### src/rtl/dpc_pkg.sv
package dpc_pkg;
   typedef enum logic [1:0] {
      DRV_IDLE = 2'b00,
      DRV_UP   = 2'b01,
      DRV_DOWN = 2'b10
   } drive_t;
endpackage

### src/rtl/dpc_edge_sync.sv
module dpc_edge_sync #(
   parameter int STAGES = 2
) (
   input  logic clk,
   input  logic rst_n,
   input  logic din,
   output logic level,
   output logic rise
);
   localparam int CHAIN_W = STAGES + 1;

   generate
      if (STAGES < 2) begin : g_bad_stages
         $error("dpc_edge_sync: STAGES must be at least 2");
      end
   endgenerate

   logic [CHAIN_W-1:0] chain_q;

   always_ff @(posedge clk or negedge rst_n) begin
      if (!rst_n) chain_q <= '0;
      else        chain_q <= {chain_q[CHAIN_W-2:0], din};
   end

   assign level = chain_q[STAGES-1];
   assign rise  = chain_q[STAGES-1] & ~chain_q[STAGES];

   // a rising-edge pulse never lasts more than one cycle
   assert_single_pulse_R7: assert property (@(posedge clk) disable iff (!rst_n)
      rise |=> !rise);
endmodule

### src/rtl/dpc_xor_det.sv
module dpc_xor_det (
   input  logic clk,
   input  logic rst_n,
   input  logic ref_lvl,
   input  logic fb_lvl,
   output logic diff_q
);
   always_ff @(posedge clk or negedge rst_n) begin
      if (!rst_n) diff_q <= 1'b0;
      else        diff_q <= ref_lvl ^ fb_lvl;
   end

   // equal levels give a low result on the next cycle
   assert_equal_low_R2: assert property (@(posedge clk) disable iff (!rst_n)
      (ref_lvl == fb_lvl) |=> !diff_q);
endmodule

### src/rtl/dpc_pfd.sv
module dpc_pfd (
   input  logic clk,
   input  logic rst_n,
   input  logic ref_rise,
   input  logic fb_rise,
   output logic up_q,
   output logic dn_q
);
   logic clr;
   logic up_n;
   logic dn_n;

   assign clr  = up_q & dn_q;
   assign up_n = (up_q & ~clr) | ref_rise;
   assign dn_n = (dn_q & ~clr) | fb_rise;

   always_ff @(posedge clk or negedge rst_n) begin
      if (!rst_n) begin
         up_q <= 1'b0;
         dn_q <= 1'b0;
      end else begin
         up_q <= up_n;
         dn_q <= dn_n;
      end
   end

   // the two flags are never both set for two cycles in a row
   assert_one_cycle_overlap_R10: assert property (@(posedge clk) disable iff (!rst_n)
      (up_q && dn_q) |=> !(up_q && dn_q));
   // a lone reference edge always arms up
   assert_ref_arms_up_R4: assert property (@(posedge clk) disable iff (!rst_n)
      (ref_rise && !fb_rise) |=> up_q);
   // without reference edges an armed down flag stays armed
   assert_down_holds_R9: assert property (@(posedge clk) disable iff (!rst_n)
      (dn_q && !up_q && !ref_rise) |=> dn_q);
endmodule

### src/rtl/dual_phase_cmp.sv
module dual_phase_cmp #(
   parameter int SYNC_STAGES = 2,
   parameter int ERR_W       = 4
) (
   input  logic                    clk,
   input  logic                    rst_n,
   input  logic                    mode_pfd,
   input  logic                    ref_in,
   input  logic                    fb_in,
   output logic [1:0]              drive_code,
   output logic signed [ERR_W-1:0] err_code
);
   import dpc_pkg::*;

   localparam logic signed [ERR_W-1:0] ERR_POS = ERR_W'(1);
   localparam logic signed [ERR_W-1:0] ERR_NEG = -ERR_W'(1);

   generate
      if (ERR_W < 2) begin : g_bad_err_w
         $error("dual_phase_cmp: ERR_W must be at least 2");
      end
   endgenerate

   logic ref_lvl, ref_rise, fb_lvl, fb_rise;
   logic diff_q, up_q, dn_q;
   drive_t xor_drv, pfd_drv, sel_drv;

   dpc_edge_sync #(.STAGES(SYNC_STAGES)) ref_sync_i (
      .clk(clk), .rst_n(rst_n), .din(ref_in), .level(ref_lvl), .rise(ref_rise));
   dpc_edge_sync #(.STAGES(SYNC_STAGES)) fb_sync_i (
      .clk(clk), .rst_n(rst_n), .din(fb_in), .level(fb_lvl), .rise(fb_rise));

   dpc_xor_det xor_i (
      .clk(clk), .rst_n(rst_n), .ref_lvl(ref_lvl), .fb_lvl(fb_lvl), .diff_q(diff_q));

   dpc_pfd pfd_i (
      .clk(clk), .rst_n(rst_n), .ref_rise(ref_rise), .fb_rise(fb_rise),
      .up_q(up_q), .dn_q(dn_q));

   always_comb begin
      xor_drv = diff_q ? DRV_UP : DRV_DOWN;
      if (up_q && !dn_q)      pfd_drv = DRV_UP;
      else if (dn_q && !up_q) pfd_drv = DRV_DOWN;
      else                    pfd_drv = DRV_IDLE;
      sel_drv = mode_pfd ? pfd_drv : xor_drv;
   end

   assign drive_code = sel_drv;

   always_comb begin
      case (sel_drv)
         DRV_UP:   err_code = ERR_POS;
         DRV_DOWN: err_code = ERR_NEG;
         default:  err_code = '0;
      endcase
   end

   // the reserved code never leaves the block
   assert_no_code11_R10: assert property (@(posedge clk) disable iff (!rst_n)
      drive_code != 2'b11);
   // level mode never reports idle
   assert_xor_never_idle_R3: assert property (@(posedge clk) disable iff (!rst_n)
      !mode_pfd |-> drive_code != 2'b00);
   // the sign of the error agrees with the drive code
   assert_err_sign_R11: assert property (@(posedge clk) disable iff (!rst_n)
      (drive_code == 2'b10) |-> (err_code < 0));
   assert_err_zero_R11: assert property (@(posedge clk) disable iff (!rst_n)
      (drive_code == 2'b00) |-> (err_code == 0));
endmodule

### config.mk
export PLATFORM = sky130hd
export DESIGN_NAME = dual_phase_cmp
export DESIGN_NICKNAME = d
export VERILOG_FILES = /design/src/rtl/dpc_pkg.sv /design/src/rtl/dpc_edge_sync.sv /design/src/rtl/dpc_xor_det.sv /design/src/rtl/dpc_pfd.sv /design/src/rtl/dual_phase_cmp.sv
export SDC_FILE = /design/constraint.sdc
export NUM_CORES = 1
export LEC_CHECK = 0
export ABC_AREA = 1
export BUFFER_PORTS_ARGS = -buffer_cell sky130_fd_sc_hd__buf_2
export CORE_AREA = 10 10 47 49
export DETAILED_ROUTE_END_ITERATION = 12
export DIE_AREA = 0 0 57 59
export PLACE_DENSITY = 0.52
export SKIP_LAST_GASP = 1
export SYNTH_ARGS = -nofsm -noshare
export SYNTH_HDL_FRONTEND = slang
export SYNTH_SLANG_ARGS = --single-unit
### constraint.sdc
create_clock -name clk -period 1 [get_ports clk]
set_clock_uncertainty 0.05 [all_clocks]
set_input_delay 0.1 -clock clk [delete_from_list [all_inputs] [get_ports clk]]
set_output_delay 0.1 -clock clk [all_outputs]
set_load 0.01 [all_outputs]
==> metrics.md, run 1 <==
| Metric | Value |
|---|---|
| Status | finished, violations left |
| Failing checks | negative setup slack |
| Avg Cell Area, Syn | 10.8 µm² |
| Max_cap viols | 0 |
| CP peak stage delay | 0.40 ns |
| Synth area leader | dfrtp_1 |
| Max frequency | roughly 0.69 GHz |
| Critical Path Fanout Max | 2 |
| Mapped Cells | 32 |
| EDFF count, synth | 0 |
| Worst Tran Pin Value | 0.192 ns |
| Overall routed net length | 613 µm |
| Final Cycle Share | 144% |
| Post-DR wirelength/cell | 9.29 µm |
| Total Power Consumption | 935 µW |
| GRT Overall Usage | 4.10% |
| Chip Height | between 50 and 60 µm |
| Skew-Pair Late Insertion Delay | approximately 0.26 ns |
| Largest net degree at the start of global routing | 10 |
| Cell mode on critical path | buf_6 |
| Initial antenna violation count | 0 |
| Die ar. | between 0.003 and 0.004 mm² |
| Area contributors post-synth | dfrtp_1, nand2_1, inv_1 |
| Leakage | ~0.28 nW |
| Setup ws final | -0.443 ns |
| Commonest cells post-synth | dfrtp_1, nand2_1, inv_1 |
| Post-synth top area share | between 60% and 70% |
| Hold Crit Class | input port to asynchronous set/reset pin |
| #FFs+latches synth | 9 |
| Nets | between 50 and 60 |
| Fin crit period | between 1 and 1.5 ns |
| PD cells | 1680 mW/mm² |
| WS Path Type | register to primary output |
| Max clock buf depth | 2 |
| Netlist Area Pre-Place | 345 µm² |
| Crit path DAT | about 1.3 ns |
| Drt first pass iters | 1 |
| Vias in the first global route | ~280 |
| TritonCTS Buffers | 3 |
| Chip width | ~57 µm |
| Routability cong. | 0.717 |
| Asr flop ratio synth | between 90% and 100% |
| Most numerous cell in the Yosys netlist | dfrtp_1 |
| Fin. max-slew vios | 0 |
| Estimated wirelength of the detail-placed design | between 400 and 500 µm |
| Worst EP required | ~0.85 ns |
| Diodes inserted | 0 |
| Via count | 260 |
| Slowest CP cell | dfrtp_1 |
| Area growth from synthesis to layout | 60.9% |
| ANT nets after route | 0 |
| First-pass GRT wire length | approximately 1100 µm |
| Syn Nets | 38 |
| Clk pin slew, worst setup/hold paths | approximately 0.06 ns |
| Worst Setup Start Kind | register |
| Max IR drop VDD | 0.000818 V |
| Vias per cell | about 4 |
| Register area share after synthesis | 65.2% |
| RSZ-0062 raised after global routing | true |
| Initial drt markers | 0 |
| Initial Util | between 20% and 30% |
| YS warnings | 0 |
| # rows | 14 |
| Element type at the critical path end | primary output |
| Core area | approximately 0.0014 mm² |
| Top_reg_cell synth | dfrtp_1 |
| Cell chain of the critical path | buf_6 > nand3_4 > nand2_4 > ha_4 > inv_2 > buf_6 |
| Ports | 11 |
| CTS tree | yes |
| CTS sink cnt | 9 |
| Final hold violation count | 0 |
| Unique masters post-synth | 10 |
| Drt drc | 0 |
| Number of H-tree levels | 1 |
| GR Overflow Total | 0 |
| Port bufs | 10 |
| Ratio of cells with drive above 1 in the final layout | a little over half |
| Final setup vio count | 6 |
| Root buffer cell | clkbuf_4 |
| Slew HR | 87.2% |
| Final hold slack | 0.154 ns |
| FILL cells | approximately 140 |
## final cells by class
type | instances | area (µm²) | area share, %
repair buffers | 16 | 135 | 24.3
inverters | 6 | 22.5 | 4.05
well taps | 16 | 20.0 | 3.60
flip-flops and latches | 9 | 225 | 40.5
clock buffers | 3 | 22.5 | 4.05
clock inverters | 1 | 5.00 | 0.901
multi-input cells | 15 | 125 | 22.5
## what timing repair did
| action | 4_1_cts | 5_1_grt |
|---|---|---|
| endpoints found under the setup margin | 6 | 6 |
| hold endpoints to repair | 11 | 0 |
| hold buffers | 3 | 0 |
| setup buffers | 1 | 0 |
| gates resized for setup | 5 | 8 |
| pin swaps | 1 | 3 |
## flip-flops by register name (all words and copies together), names as in the netlist
register and cells:
xor_i.diff_q 1, pfd_i.up_q 1, pfd_i.dn_q 1, fb_sync_i.chain_q 3, ref_sync_i.chain_q 3
## cell families (layout without fill, tap and decap cells)
| kind of cell | Yosys count | in the layout | synth area share [%] |
|---|---|---|---|
| fa+ha+maj | 1 | 1 | 3.62 |
| compound gates | 2 | 2 | 2.90 |
| xor+xnor | 1 | 1 | 2.54 |
| flops | 9 | 9 | 65.2 |
| simple gates | 11 | 11 | 14.9 |
| buf+inv | 8 | 26 | 10.9 |
## worst paths after layout
path                                       from                   end  slack, ns  depth (start not counted)
max in group asynchronous                 rst_n            pfd_i.dn_q       0.57                          2
min                                       rst_n  fb_sync_i.chain_q[0]       0.15                          2
max                                  pfd_i.dn_q           err_code[0]      -0.44                          6
max reg2reg                          pfd_i.up_q            pfd_i.dn_q       0.15                          4
min reg2reg                fb_sync_i.chain_q[0]  fb_sync_i.chain_q[1]       0.30                          0
min in group clk           fb_sync_i.chain_q[0]  fb_sync_i.chain_q[1]       0.30                          0
## through the flow
step / cell area (µm²) / instances / utilization, % / setup slack, ns / setup TNS [ns]
after global placement: 435 / 58 / 31.1 / -0.213 / -0.555
after CTS: 531 / 66 / 37.9 / -0.474 / -2.05
after floorplan: 373 / 32 / - / -0.0749 / -0.219
after detailed placement: 435 / 58 / 31.1 / -0.219 / -0.577
after global routing: 556 / 66 / 39.6 / -0.508 / -2.29
final: 556 / 66 / 39.6 / -0.443 / -1.91
## worst max-delay path: cells and delay by family, from the launching register on
kind	cells	cell delay, ns
adder cells (fa/ha/maj)	1	0.25
buffers and inverters	3	0.26
flip-flops	1	0.40
AND/OR/NAND/NOR	2	0.12
## layer usage
metal | global-route usage, % | wire, µm | vias to the layer above
met5 | 0 | 0 | -
met4 | 1.01 | 0 | 0
met3 | 4.51 | 106 | 0
met2 | 6.51 | 288 | 12
met1 | 3.42 | 217 | 120
li1 | - | - | 128
## where the power goes
part,switching [mW],internal [mW],total (mW)
clock,0.128,0.148,0.276
sequential,0.0188,0.393,0.411
combinational,0.110,0.138,0.248
## cell usage in the layout, fill, tap and decap left out, types with 2 or more instances in the layout
master / Yosys / layout
nand2_4: 0 / 2
inv_2: 0 / 3
buf_2: 0 / 6
clkbuf_4: 0 / 3
nand2_1: 7 / 4
dlygate4sd3_1: 0 / 3
buf_6: 0 / 6
nand2_2: 1 / 2
o21ai_0: 2 / 2
inv_1: 6 / 3
dfrtp_1: 9 / 9
Power figures use the tool's default switching activity.
==> run 2, diff against run 1 <==
CORE_AREA = 2 2 39 41   (was 10 10 47 49)
CTS_CLUSTER_DIAMETER = 100   (was unset)
DIE_AREA = 0 0 41 43   (was 0 0 57 59)
PLACE_DENSITY = 0.55   (was 0.52)
SYNTH_HIERARCHICAL = 1   (was unset)
==> run 2 against run 1 <==
Compared with the run above:
- the flow still finishes with violations (negative setup slack)
- power down 1.9%
- core utilization up 1.2 points
- via count up 19%
- worst setup slack better by 0.054 ns
==> metrics.md, run 2 <==
| Metric | Value |
|---|---|
| Critical path buffers and inverters | 2 |
| Max_cap viols | 0 |
| CTS tree | yes |
| Diodes inserted | 0 |
| WL met2 | slightly below 300 µm |
| Final Cycle Share | 139% |
| Chip width | roughly 41 µm |
| Netlist Area Pre-Place | between 300 and 400 µm² |
| ANT nets after route | 0 |
| Nets | between 60 and 70 |
| Mapped Cells | 43 |
| Pre-CTS setup slack | -0.170 ns |
| GRT Overall Usage | between 8 and 9% |
| Initial Util | 27.4% |
| WS Path Type | register to primary output |
| Worst EP required | around 0.85 ns |
| Number of H-tree levels | 1 |
| Asr flop ratio synth | 100% |
| Most frequent cells in the layout | inv_1, nand2_1, dfrtp_1, buf_2, buf_4 |
| Routability cong. | about 0.64 |
| Post-DR wirelength/cell | 7.24 µm |
| Area contributors post-synth | dfrtp_1, inv_1, nand2_1 |
| Clk pin slew, worst setup/hold paths | around 0.06 ns |
| Failing checks | negative setup slack |
| Top flop regs | fb_sync_i/chain_q x3, ref_sync_i/chain_q x3 |
| Synth area leader | dfrtp_1 |
| Die ar. | 0.00176 mm² |
| PD cells | roughly 1600 mW/mm² |
| Slowest CP cell | dfrtp_1 |
| Element type at the critical path end | primary output |
| YS warnings | 6 |
| Crit path DAT | approximately 1.2 ns |
| Top layer in use | met3 |
| Final hold slack | roughly 0.18 ns |
| GR Overflow Total | 0 |
| EDFF count, synth | 0 |
| Skew-Pair Late Insertion Delay | 0.25 ns |
| Fin crit period | 1.39 ns |
| Max IR drop VDD | between 0.001 and 0.0015 V |
| Most numerous cell in the Yosys netlist | inv_1 |
| Syn Nets | between 40 and 50 |
| RSZ-0062 raised after global routing | true |
| Initial drt markers | 1 |
| Ports | 11 |
| Worst Tran Pin Value | roughly 0.19 ns |
| Max clock buf depth | 2 |
| Final hold violation count | 0 |
| Overall routed net length | 565 µm |
| Max frequency | between 0.7 and 0.8 GHz |
| Fin. max-slew vios | 0 |
| Inst Count DP | 70 |
| Leakage | between 0.3 and 0.4 nW |
| Final setup vio count | 6 |
| Chip Height | roughly 43 µm |
| Drt drc | 0 |
| Worst Setup Start Kind | register |
| TritonCTS Buffers | 3 |
| Vias per cell | just under 4 |
| Area growth from synthesis to layout | 49.2% |
| Critical Path Fanout Max | 3 |
| Avg Cell Area, Syn | just under 9 µm² |
| Register area share after synthesis | 59.4% |
| CTS sink cnt | 9 |
| Met1 Routed Length | roughly 220 µm |
| Via count | around 310 |
| Post-synth top area share | between 50 and 60% |
| Drt first pass iters | 2 |
| Core area | roughly 0.0014 mm² |
| Most common cell after layout, fill and taps aside | inv_1 |
| Setup ws final | -0.389 ns |
| Port bufs | 10 |
| Delay-heaviest family, CP | flip-flops |
| First-pass GRT wire length | 1000 µm |
| Hold Crit Class | input port to asynchronous set/reset pin |
| #FFs+latches synth | 9 |
| Estimated wirelength of the detail-placed design | around 370 µm |
| Status | finished, violations left |
| Initial antenna violation count | 0 |
| Slew HR | around 87% |
| Top_reg_cell synth | dfrtp_1 |
| Unique masters post-synth | 8 |
| Root buffer cell | clkbuf_4 |
| Setup TNS | -1.85 ns |
| Cell chain of the critical path | nand2_2 > nand3_2 > ha_4 > inv_2 > buf_6 |
| Commonest cells post-synth | inv_1, nand2_1, dfrtp_1 |
| CP peak stage delay | approximately 0.39 ns |
| Largest net degree at the start of global routing | 10 |
| # rows | 14 |
| DR WL met3 | 60 µm |
| Vias in the first global route | approximately 270 |
| Post-route insts no fill | between 70 and 80 |
| Ratio of cells with drive above 1 in the final layout | 41.9% |
[run 2: path summary, 6_finish.rpt]
check,from,to,slack (ns),cells after the start
setup reg to reg,pfd_i/up_q,pfd_i/up_q,0.08,4
min in group clk,ref_sync_i/chain_q[0],ref_sync_i/chain_q[1],0.30,0
hold / removal,rst_n,ref_sync_i/chain_q[1],0.18,2
setup / recovery,pfd_i/dn_q,err_code[0],-0.39,5
max in group asynchronous,rst_n,fb_sync_i/chain_q[2],0.55,2
hold reg to reg,ref_sync_i/chain_q[0],ref_sync_i/chain_q[1],0.30,0
[run 2: metrics by stage]
step	cell area (µm²)	total power, mW	util (%)
final	566	0.917	40.9
after global placement	459	0.585	33.2
after floorplan	382	0.518	-
after CTS	573	0.946	41.4
after global routing	566	0.995	40.9
after detailed placement	459	0.587	33.2
[run 2: what timing repair did]
item                                    in CTS  in global routing
cloned                                       0                  0
pin swaps                                    3                  2
endpoints found under the hold margin       11                  0
endpoints found under the setup margin       6                  6
hold buffers                                 3                  0
resized for setup                            9                  0
buffers inserted                             2                  0
[run 2: area by class of cell]
cell class	instances	area (µm²)
multi-input combinational	19	116
inverter	13	48.8
sequential	9	225
timing repair buffer	17	129
clock buffer	4	26.3
tap	16	20.0
fill	143	818
[run 2: kinds of logic (layout without fill, tap and decap cells)]
family,count (synthesis),count (layout),share of synthesized area (%)
adder cells (fa/ha/maj),1,1,3.30
flip-flops,9,9,59.4
AND/OR/NAND/NOR,16,16,17.8
buffers and inverters,15,34,16.8
AO/OA/AOI/OAI,2,2,2.64
[run 2: routing by layer]
layer,up-vias,track usage (%)
li1,159,-
met1,136,9.15
met2,14,14.4
met3,0,6.28
met5,-,0
met4,0,0
[run 2: worst reg2reg max path, delay by kind of cell, from the launching register on]
family,cells,cell delay (ns)
buf+inv,2,0.27
flops,1,0.40
simple gates,2,0.09
[run 2: where the power goes]
| group | internal [mW] | switching [mW] |
|---|---|---|
| Sequential | 0.392 | 0.0175 |
| Clock | 0.153 | 0.113 |
| Combinational | 0.133 | 0.109 |
==> run 3, diff against run 2 <==
BUFFER_PORTS_ARGS = -buffer_cell sky130_fd_sc_hd__buf_4   (was -buffer_cell sky130_fd_sc_hd__buf_2)
CTS_CLUSTER_SIZE = 24   (was unset)
MAX_ROUTING_LAYER = met4   (was unset)
==> run 3 against run 2 <==
Compared with the run above:
- the run still ends with negative setup slack left
- critical path depth unchanged
- maximum frequency down 1.5%
- worst setup slack worse by 0.021 ns
- non-clock buffer count up 2
- combinational power up 20%
- largest power group unchanged
==> metrics.md, run 3 (synthesized netlist as in run 2, its figures left out) <==
| Metric | Value |
|---|---|
| Worst Setup Start Kind | register |
| Critical Path Fanout Max | 3 |
| RSZ-0062 raised after global routing | true |
| Initial drt markers | 0 |
| Initial antenna violation count | 0 |
| ANT nets after route | 0 |
| Setup ws final | -0.410 ns |
| Slew HR | between 80 and 90% |
| GR Overflow Total | 0 |
| Max IR drop VDD | between 0.0006 and 0.0007 V |
| Nets | between 70 and 80 |
| Largest net degree at the start of global routing | 10 |
| Reg2Reg Capture Point | pfd_i/up_q |
| Max clock buf depth | 2 |
| Root buffer cell | clkbuf_4 |
| Final setup vio count | 8 |
| Crit path DAT | ~1.3 ns |
| Cell chain of the critical path | nand2_2 > nand3_2 > ha_4 > inv_2 > buf_6 |
| WS Path Type | register to primary output |
| Diodes inserted | 0 |
| Chip Height | approximately 43 µm |
| Final hold slack | ~0.14 ns |
| Fin crit period | 1.41 ns |
| Clk pin slew, worst setup/hold paths | approximately 0.060 ns |
| Worst setup path start | pfd_i/dn_q |
| Via count | about 320 |
| Status | finished, violations left |
| GRT Overall Usage | 8.68% |
| Top flop regs | fb_sync_i/chain_q x3, ref_sync_i/chain_q x3 |
| Vias in the first global route | roughly 260 |
| Vias per cell | 3.94 |
| Final Cycle Share | 141% |
| Final non-filler cell area | around 610 µm² |
| Total Power Consumption | a little under 1 mW |
| RR Startpoint | pfd_i/up_q |
| Failing checks | negative setup slack |
| Register-to-Register Path Depth | 6 |
| Post-detailed-placement cell area | just under 500 µm² |
| # rows | 14 |
| Ratio of cells with drive above 1 in the final layout | between 40% and 50% |
| Post-DR wirelength/cell | a little under 8 µm |
| CTS tree | yes |
| PD cells | roughly 1600 mW/mm² |
| Worst Tran Pin Value | around 0.16 ns |
| Worst EP required | between 0.8 and 0.9 ns |
| Setup TNS | -2.34 ns |
| Overall routed net length | roughly 620 µm |
| Area growth from synthesis to layout | 61.7% |
| FF-to-FF setup slack | -0.14 ns |
| Estimated wirelength of the detail-placed design | ~430 µm |
| Initial Util | between 20 and 30% |
| Final hold violation count | 0 |
| First-pass GRT wire length | 966 µm |
| Die ar. | roughly 0.0018 mm² |
| Finished Core Util | between 40% and 50% |
| Drt first pass iters | 1 |
| Max_cap viols | 0 |
| Number of H-tree levels | 1 |
| Ports | 11 |
| Core area | roughly 0.0014 mm² |
| Drt drc | 0 |
| Skew-Pair Late Insertion Delay | approximately 0.25 ns |
| Most frequent cells in the layout | inv_1, nand2_1, buf_4, dfrtp_1, buf_6 |
| Port bufs | 10 |
| Routability cong. | approximately 0.70 |
| Leakage | about 0.34 nW |
| Max frequency | 0.709 GHz |
| TritonCTS Buffers | 3 |
| CP peak stage delay | approximately 0.38 ns |
| Slowest CP cell | dfrtp_1 |
| Element type at the critical path end | primary output |
| Fin. max-slew vios | 0 |
| Chip width | roughly 41 µm |
| CTS sink cnt | 9 |
| Most common cell after layout, fill and taps aside | inv_1 |
| Hold Crit Class | input port to asynchronous set/reset pin |
run 3: cell types whose count changed in the layout (fill, tap and decap cells not counted), sizes merged:
cell,change
buf,+2
run 3: repair_timing:
item,4_1_cts,5_1_grt
gates resized for setup,9,3
hold buffers,3,0
pin swaps,4,1
endpoints found under the hold margin,11,0
setup buffers,1,2
setup endpoints to repair,6,6
run 3: how the worst max path moves through the flow:
stage and to:
3_3_place_gp err_code[0], 6_report err_code[0], 2_1_floorplan err_code[2], 5_1_grt drive_code[1], 3_5_place_dp err_code[0], 4_1_cts err_code[0]
run 3: layer usage:
| metal | wire, µm | part of all wire (%) | track usage [%] |
|---|---|---|---|
| met5 | 0 | 0 | - |
| met4 | 0 | 0 | 6.00 |
| met1 | 262 | 42 | 10.5 |
| met2 | 310 | 50 | 11.6 |
| met3 | 44 | 7.1 | 3.14 |
run 3: report_power, final:
part	internal [mW]	switching, mW	total, mW	leakage (nW)
sequential	0.392	0.0175	0.409	0.106
clock	0.153	0.116	0.269	0.0150
combinational	0.172	0.119	0.291	0.219
run 3: area by class of cell:
| cell class | instances | area (µm²) |
|---|---|---|
| Fill cell | 147 | 771 |
| Sequential cell | 9 | 225 |
| Timing Repair Buffer | 19 | 173 |
| Multi-Input combinational cell | 19 | 120 |
| Inverter | 13 | 48.8 |
| Clock buffer | 4 | 26.3 |
| Tap cell | 16 | 20.0 |
run 3: metrics by stage:
stage	std cells	worst slack, ns
after global placement	70	-0.173
after CTS	78	-0.395
after global routing	80	-0.477
after detailed placement	70	-0.168
after floorplan	43	-0.0577
final	80	-0.410
run 3: critical path, delay by kind of cell (launching register included):
family | cells | cell delay (ns)
buffers and inverters | 2 | 0.13
DFF | 1 | 0.38
adders and majority gates | 1 | 0.28
and+or+nand+nor | 2 | 0.22
